**src/rtl/pc_alu_pkg.sv**
```systemverilog
package pc_alu_pkg;
  localparam int unsigned WIDTH = 16;
  typedef enum logic [1:0] {
    FN_ADD = 2'b00,
    FN_SUB = 2'b01,
    FN_AND = 2'b10,
    FN_OR  = 2'b11
  } alu_fn_e;
endpackage

```
**src/rtl/pc_gp_stage.sv**
```systemverilog
module pc_gp_stage #(
  parameter int unsigned W = 16
) (
  input  logic [W-1:0] a_i,
  input  logic [W-1:0] b_i,
  input  logic         inv_b_i,
  output logic [W-1:0] bx_o,
  output logic [W-1:0] g_o,
  output logic [W-1:0] p_o
);
  always_comb begin
    bx_o = inv_b_i ? ~b_i : b_i;
    g_o  = a_i & bx_o;
    p_o  = a_i | bx_o;
  end
endmodule

```
**src/rtl/pc_carry_net.sv**
```systemverilog
// Flat lookahead: c[i+1] = g[i] | p[i]g[i-1] | ... | p[i..0]cin
module pc_carry_net #(
  parameter int unsigned W = 16
) (
  input  logic [W-1:0] g_i,
  input  logic [W-1:0] p_i,
  input  logic         cin_i,
  output logic [W:0]   c_o
);
  assign c_o[0] = cin_i;
  for (genvar i = 0; i < W; i++) begin : g_bit
    logic [i+1:0] terms;
    for (genvar j = 0; j <= i; j++) begin : g_term
      // g[j] propagated through p[j+1..i]
      if (j == i) begin : g_top
        assign terms[j] = g_i[j];
      end else begin : g_chain
        assign terms[j] = g_i[j] & (&p_i[i:j+1]);
      end
    end
    assign terms[i+1] = cin_i & (&p_i[i:0]);
    assign c_o[i+1] = |terms;
  end
endmodule

```
**src/rtl/pc_alu_core.sv**
```systemverilog
module pc_alu_core
  import pc_alu_pkg::*;
#(
  parameter int unsigned W = WIDTH
) (
  input  logic [W-1:0] a_i,
  input  logic [W-1:0] b_i,
  input  alu_fn_e      func_i,
  output logic [W-1:0] res_o,
  output logic         cout_o
);
  logic         sub;
  logic [W-1:0] bx, g, p;
  logic [W:0]   c;

  assign sub = (func_i == FN_SUB);

  pc_gp_stage #(.W(W)) u_gp (
    .a_i(a_i), .b_i(b_i), .inv_b_i(sub), .bx_o(bx), .g_o(g), .p_o(p)
  );

  pc_carry_net #(.W(W)) u_cn (
    .g_i(g), .p_i(p), .cin_i(sub), .c_o(c)
  );

  always_comb begin
    unique case (func_i)
      FN_AND:  begin res_o = g;                 cout_o = 1'b0;  end
      FN_OR:   begin res_o = p;                 cout_o = 1'b0;  end
      default: begin res_o = a_i ^ bx ^ c[W-1:0]; cout_o = c[W]; end
    endcase
  end

  always_comb begin
    AST_CARRY_FIRST: assert (c[1] == (g[0] | (p[0] & sub)));
  end
endmodule

```
**src/rtl/pc_alu_top.sv**
```systemverilog
module pc_alu_top
  import pc_alu_pkg::*;
#(
  parameter int unsigned W = WIDTH
) (
  input  logic         clk_i,
  input  logic         rst_ni,
  input  logic [W-1:0] a_i,
  input  logic [W-1:0] b_i,
  input  logic [1:0]   func_i,
  output logic [W-1:0] res_o,
  output logic         cout_o
);
  logic [W-1:0] res_d;
  logic         cout_d;

  pc_alu_core #(.W(W)) u_core (
    .a_i(a_i), .b_i(b_i), .func_i(alu_fn_e'(func_i)),
    .res_o(res_d), .cout_o(cout_d)
  );

  always_ff @(posedge clk_i or negedge rst_ni) begin
    if (!rst_ni) begin
      res_o  <= '0;
      cout_o <= 1'b0;
    end else begin
      res_o  <= res_d;
      cout_o <= cout_d;
    end
  end

  AST_ADD_OK: assert property (@(posedge clk_i) disable iff (!rst_ni)
    ($past(rst_ni) && $past(func_i) == 2'b00) |->
      {cout_o, res_o} == ({1'b0, $past(a_i)} + {1'b0, $past(b_i)}));

  AST_SUB_OK: assert property (@(posedge clk_i) disable iff (!rst_ni)
    ($past(rst_ni) && $past(func_i) == 2'b01) |->
      (res_o == W'($past(a_i) - $past(b_i)) && cout_o == ($past(a_i) >= $past(b_i))));

  AST_AND_OK: assert property (@(posedge clk_i) disable iff (!rst_ni)
    ($past(rst_ni) && $past(func_i) == 2'b10) |->
      (res_o == ($past(a_i) & $past(b_i)) && !cout_o));

  AST_OR_OK: assert property (@(posedge clk_i) disable iff (!rst_ni)
    ($past(rst_ni) && $past(func_i) == 2'b11) |->
      (res_o == ($past(a_i) | $past(b_i)) && !cout_o));

  always_comb begin
    if (!rst_ni) AST_RESET_ZERO: assert (res_o == '0 && !cout_o);
  end
endmodule

```
**config.mk**
```make
export PLATFORM = sky130hd
export DESIGN_NAME = pc_alu_top
export DESIGN_NICKNAME = d
export VERILOG_FILES = /design/src/rtl/pc_alu_pkg.sv /design/src/rtl/pc_gp_stage.sv /design/src/rtl/pc_carry_net.sv /design/src/rtl/pc_alu_core.sv /design/src/rtl/pc_alu_top.sv
export SDC_FILE = /design/constraint.sdc
export NUM_CORES = 1
export LEC_CHECK = 0
export BUFFER_PORTS_ARGS = -buffer_cell sky130_fd_sc_hd__buf_2
export CAP_MARGIN = 15
export CORE_AREA = 2 2 72 74
export DETAILED_ROUTE_END_ITERATION = 16
export DIE_AREA = 0 0 74 76
export PLACE_DENSITY = 0.7
export SYNTH_ARGS = -nofsm -noshare
export SYNTH_HDL_FRONTEND = slang
export SYNTH_SLANG_ARGS = --single-unit
```
**constraint.sdc**
```tcl
create_clock -name clk_i -period 0.8 [get_ports clk_i]
set_input_delay 0.12 -clock clk_i [delete_from_list [all_inputs] [get_ports clk_i]]
set_output_delay 0.12 -clock clk_i [all_outputs]
set_load 0.005 [all_outputs]
```
==> Word level (Yosys, flattened, before mapping) <==
Index checks and enable logic that the tools add are counted.
{ "classes": {"n_eq_ne": 3, "n_mux": 3, "bitwise": 141, "n_reduce_logical": 137} }
{ "op_table": {"columns": ["operator", "count"], "rows": [
  ["1-bit bitwise AND", 136],
  ["8-bit AND reduction", 9],
  ["9-bit AND reduction", 8],
  ["10-bit AND reduction", 7],
  ["7-bit AND reduction", 10],
  ["11-bit AND reduction", 6],
  ["6-bit AND reduction", 11],
  ["12-bit AND reduction", 5],
  ["5-bit AND reduction", 12],
  ["13-bit AND reduction", 4],
  ["4-bit AND reduction", 13],
  ["14-bit AND reduction", 3],
  ["3-bit AND reduction", 14],
  ["16-bit case mux with 2 select lines", 1],
  ["16-bit XOR", 2],
  ["15-bit AND reduction", 2],
  ["2-bit AND reduction", 15],
  ["17-bit OR reduction", 1],
  ["16-bit bitwise AND", 1],
  ["16-bit two-way mux", 1],
  ["16-bit NOT", 1],
  ["16-bit OR", 1],
  ["16-bit AND reduction", 1],
  ["16-bit OR reduction", 1],
  ["other kinds (17)", 19]
]} }
{ "totals": {"reg_bits": 17, "inputBits": 36, "out_inout_bits": 17, "wordCells": 286} }

==> Logic depth before layout (Yosys ltp) <==
{ "depth": {"depth_word": 8, "mapped_depth": 14, "mapped_depth_nobuf": 11} }

==> Cells and area by module <==
From an unflattened synthesis, not the netlist that was laid out.
{ "unflattened": {"cells_unflattened": 184, "area_unflattened_um2": 1956.9} }
{ "by_module_without_submodules": {"columns": ["mod", "instances", "cells_per_inst", "area_per_inst_um2", "seq_area_each_um2"], "rows": [
  ["pc_alu_core", 1, 54, 743.2, 0.0],
  ["pc_alu_top", 1, 17, 425.4, 425.4],
  ["pc_carry_net", 1, 63, 401.6, 0.0],
  ["pc_gp_stage", 1, 50, 386.6, 0.0]
]} }

==> Worst setup path before layout <==
OpenSTA, ideal clock, no wires.
{ "synth_path": {"path_kind": "in2reg", "startpoint": "in func_i[0]", "endpoint": "reg res_o[15]", "setup_time_ps": 131, "arrival_time_ps": 2384, "required_ps": 669, "path_slack_ps": -1714, "path_stages": 12, "path_buffers": 3, "cell_sequence": "buf_6 nor2b_4 buf_6 buf_2 xnor2_1 ha_1 or4_4 o41ai_4 a21oi_2 o221ai_2 xnor2_1 o21ai_1"} }
{ "synth_between": {"elab_chain_len": 8, "word_cells_on_any_way": 39, "cone_classes": "eq/ne: 3; mux: 2; bitwise: 19; reduce/logical: 15"} }
{ "synth_rtl": {"columns": ["element", "line_no", "source"], "rows": [
  ["start: declaration", "pc_alu_top.sv:10", "input logic [1:0] func_i,"],
  ["2-bit by 1-bit == test with 1-bit output", "pc_alu_core.sv:16", "assign sub = (func_i == FN_SUB);"],
  ["16-bit two-way mux", "pc_gp_stage.sv:12", "bx_o = inv_b_i ? ~b_i : b_i;"],
  ["16-bit OR", "pc_gp_stage.sv:14", "p_o = a_i | bx_o;"],
  ["15-bit AND reduction, or another cell as far along", "pc_carry_net.sv:21", "assign terms[i+1] = cin_i & (&p_i[i:0]);"],
  ["1-bit bitwise AND, on equally long branches", "pc_carry_net.sv:21, pc_carry_net.sv:18", null],
  ["16-bit OR reduction", "pc_carry_net.sv:22", "assign c_o[i+1] = |terms;"],
  ["16-bit XOR", "pc_alu_core.sv:30", "default: begin res_o = a_i ^ bx ^ c[W-1:0]; cout_o = c[W]; end"],
  ["16-bit case mux with 2 select lines (*)", "pc_alu_core.sv:27", "unique case (func_i)"],
  ["via res_d[15]", "pc_alu_top.sv:14", "logic [W-1:0] res_d;"],
  ["end signal: assignment", "pc_alu_top.sv:27", "res_o <= res_d;"],
  ["end: declaration", "pc_alu_top.sv:11", "output logic [W-1:0] res_o,"]
]} }
Mark *: on every way through the listed nets, which the timed path passes. The rest lies on a longest branch.

==> Worst setup path after layout <==
{ "layout_path": {"startpoint": "in func_i[1]", "endpoint": "reg res_o[15]"} }
Same word-level chain as after synthesis.

==> run summary <==
The worst hold path class is in2reg. The total setup violations reported at the end of the flow is 33, and the standby leakage power is 1.68 nW. Of all nets on the critical path, the largest fanout is 5. For the power share of the combinational group, the log shows 59.6%. For the data arrival time of the worst path, the log shows 2310 ps.

Synthesis produced a netlist whose cell count is 263. The number of rows in the core area came out at 26. The worst setup path is captured at a flop. Counting flops with a built-in enable in the synthesized netlist gives 0. Summed over all layers, the global routing overflow is 0. Sorting the synthesized cells by area gives the leading types as sky130_fd_sc_hd__dfrtp_1 20%, sky130_fd_sc_hd__ha_1 18%, sky130_fd_sc_hd__xnor2_1 8.6%.

The pre-antenna-repair detailed-routing pass consisted of 4 iterations. Dividing the detail-routed via count by the number of cells gives 5.11. The startpoint identified for the worst hold timing path is a_i[0]. Clock-pin slew was measured on the worst setup and hold paths at 80 ps. The flow ran to the end, but the final reports show violations. The proportion of synthesized flip-flops having asynchronous set or reset was 100%.

For the switching power, the log shows 1.62 mW. For the clock share of power, the log shows 16.1%. Traced cell by cell, the critical path runs through buf_6 -> nor2b_4 -> buf_12 -> xnor2_2 -> ha_4 -> buf_12 -> nor3_4 -> nand3_2 -> buf_6 -> o21ai_4 -> a221oi_2 -> o221ai_2 -> xnor2_1 -> o21ai_1. The fraction of the cycle the final worst path needs came out at 271%. For the final-stage net count, the log shows 451. The I/O pin count is 53.

The longest clock path from root to sink contains 2 buffers. Yosys instantiated no cell more often than sky130_fd_sc_hd__inv_1. The tools report the total of fill cells in the finished design as 359.

After synthesis, the largest area contributor takes up 20.0% of total cell area. After floorplanning, the core was sized to cover 0.00491 mm^2. The layout overhead on the synthesized area works out to 61.1%. The share of the yosys chip area belonging to registers is 20.0%, and the DRC violation total after the first TritonRoute iteration is 156.

Setup repair after global routing could not meet its margin everywhere. In this design, the stage delay of the slowest critical-path cell is 260 ps. VDD sags by at most 643 uV. The logs give 69.8% for the final core utilization and 0.00213 mm^2 for the cell area after technology mapping. The total global-route track usage was 20.5%. Cell chosen for the clock root: sky130_fd_sc_hd__clkbuf_8. The number of buffers created by CTS came out at 3.

The routed design could run at a clock period as short as 2170 ps. The final routed wirelength across all metal layers is 6.48 mm. The run gives 0 as the number of antenna diodes. Among all stages on the critical path, the largest delay is contributed by sky130_fd_sc_hd__nor3_4. The final reports fail on setup timing.

Port buffering added 52 buffers. For the count of unresolved DRC violations after routing, the log shows 0. The average instance area after synthesis was 8.10 um^2.

The cell taking the most area after synthesis is sky130_fd_sc_hd__dfrtp_1. The via count of the first global-routing pass is 2117, and the number of warnings issued by yosys is 0. The share of layout cells above drive strength 1 is 49.5%, and the overall die width is 74 um. The detail route stage leaves a number of antenna-violating nets equal to 0.

Once placement finished, the instance area stood at 0.00295 mm^2. The first global-routing pass estimated 9.25 mm of wire. The number of clock sinks is 17. The HPWL after detailed placement is 4.21 mm.

The congestion estimate from routability-driven global placement came to 0.904. The logs give -1370 ps for the slack of the critical path and 940 ps for the required time reported for the critical path endpoint. The synthesis-stage register bit count was 17; the maximum number of pins on one net before global-route repair was 34. The finished cells cover 0.00343 mm^2. The initial cell density of the core was 43.4%; the initial antenna violation count was 0. By count the netlist is led by 46 x sky130_fd_sc_hd__inv_1, 30 x sky130_fd_sc_hd__ha_1, 21 x sky130_fd_sc_hd__xnor2_1. The floorplan step set the die height to 76 um.

Internal power comes to 2.71 mW. TritonCTS built the clock tree. The die covers 0.00562 mm^2. Adding up every negative setup slack in the final design gives -19860 ps. STA classifies the critical path startpoint as a primary input. The switching share of total power is 37.5%. Max-slew violation count: 0.

The worst hold path passes through 4 cells. The number of buffer and inverter stages on the critical path came out at 4. The critical path start-end classification is in2reg. Synthesis produced a netlist with a net count of 329. Static timing analysis puts the maximum clock frequency at 0.461 GHz. On the critical path the largest part of the delay comes from simple AND/OR/NAND/NOR gates. The routed layout has 2318 vias.

The worst min-delay path endpoint is res_o[0]. Registers are responsible for 24.3% of the overall power. The most used flip-flop cell after synthesis is sky130_fd_sc_hd__dfrtp_1. The mean routed wirelength per cell works out to 14.3 um. Yosys mapped the design onto 47 distinct sky130hd cell types.

Max-cap violations in this run came to 0. Dividing total power by cell area gives a power density of 1260 mW/mm^2. The logs give 0 for the final hold violation count and 66.0% for the tightest slew margin relative to the limit. For the pin with the worst max-slew slack, the measured transition is 505 ps. The tools report the total number of H-tree levels as 1.
-- power groups by stage --
stage / logic, mW / registers [mW] / clock network (mW)
final: 2.58 / 1.05 / 0.699
after global routing: 2.79 / 1.07 / 0.724
after CTS: 2.31 / 1.05 / 0.681
after detailed placement: 2.09 / 1.07 / 0
after global placement: 2.05 / 1.07 / 0
after floorplan: 1.22 / 1.10 / 0
-- area by class of cell --
cell class                      instances  area, um^2  share of cell area, %
Tap cell                               70        87.6                   2.55
Multi-Input combinational cell        189        1770                   51.5
Clock buffer                            4        45.0                   1.31
Inverter                               47         176                   5.14
Timing Repair Buffer                  127         930                   27.1
Sequential cell                        17         425                   12.4
-- metrics by stage --
step	power (mW)	hold slack [ps]	setup slack (ps)	instances
global placement	3.12	67.2	-1590	436
CTS	4.04	221	-1250	449
global route	4.58	290	-1450	454
floorplan	2.32	-176	-1570	263
detailed placement	3.16	74.9	-1610	436
finish	4.33	243	-1370	454
-- timing repair --
action | CTS | global route
hold buffers | 1 | 0
gates cloned | 1 | 0
pin swaps | 10 | 14
gates resized for setup | 36 | 30
setup buffers | 7 | 5
endpoints found under the setup margin | 33 | 34
hold endpoints to repair | 17 | 0
-- layer usage --
metal	global-route usage [%]	vias up	wire (um)
li1	-	1124	-
met1	26.6	1094	2720
met2	35.4	78	3260
met3	1.85	22	297
met4	6.00	0	205
met5	0	-	0
-- sequential cells by signal, indices dropped and copies added (netlist names) --
name	count
res_o	16
cout_o	1
-- tightest hold or removal path: stages --
cell and delay (ps):
sky130_fd_sc_hd__buf_2 80, sky130_fd_sc_hd__buf_4 130, sky130_fd_sc_hd__a21oi_1 40, sky130_fd_sc_hd__nor2_1 90
-- logic make-up (layout without fill, tap and decap cells) --
logic type	count (synthesis)	count (layout)	share of synthesized area, %
flops	17	17	20.0
buf+inv	57	178	11.0
simple gates	58	58	14.0
mux	7	7	3.29
xor+xnor	28	28	12.4
fa+ha+maj	30	30	17.6
compound gates	66	66	21.7
-- placed cells by master, fill, tap and decap left out, types with 9 or more instances in the layout --
cell	count
sky130_fd_sc_hd__buf_4	61
sky130_fd_sc_hd__buf_2	50
sky130_fd_sc_hd__inv_1	45
sky130_fd_sc_hd__nand2_1	18
sky130_fd_sc_hd__dfrtp_1	17
sky130_fd_sc_hd__ha_1	14
sky130_fd_sc_hd__xnor2_1	13
sky130_fd_sc_hd__o21ai_0	13
sky130_fd_sc_hd__ha_2	12
sky130_fd_sc_hd__a21oi_1	11
sky130_fd_sc_hd__buf_6	11
sky130_fd_sc_hd__nor2_1	9
-- how the worst max path moves through the flow --
stage | slack, ps | to | depth (start not counted) | start
global route | -1450 | res_o[15] | 14 | func_i[0]
global placement | -1590 | res_o[11] | 12 | func_i[0]
detailed placement | -1610 | res_o[15] | 12 | func_i[1]
finish | -1370 | res_o[15] | 14 | func_i[1]
CTS | -1250 | res_o[11] | 13 | func_i[1]
floorplan | -1570 | res_o[15] | 12 | func_i[0]
No activity file was read; power rests on OpenSTA's default activity.
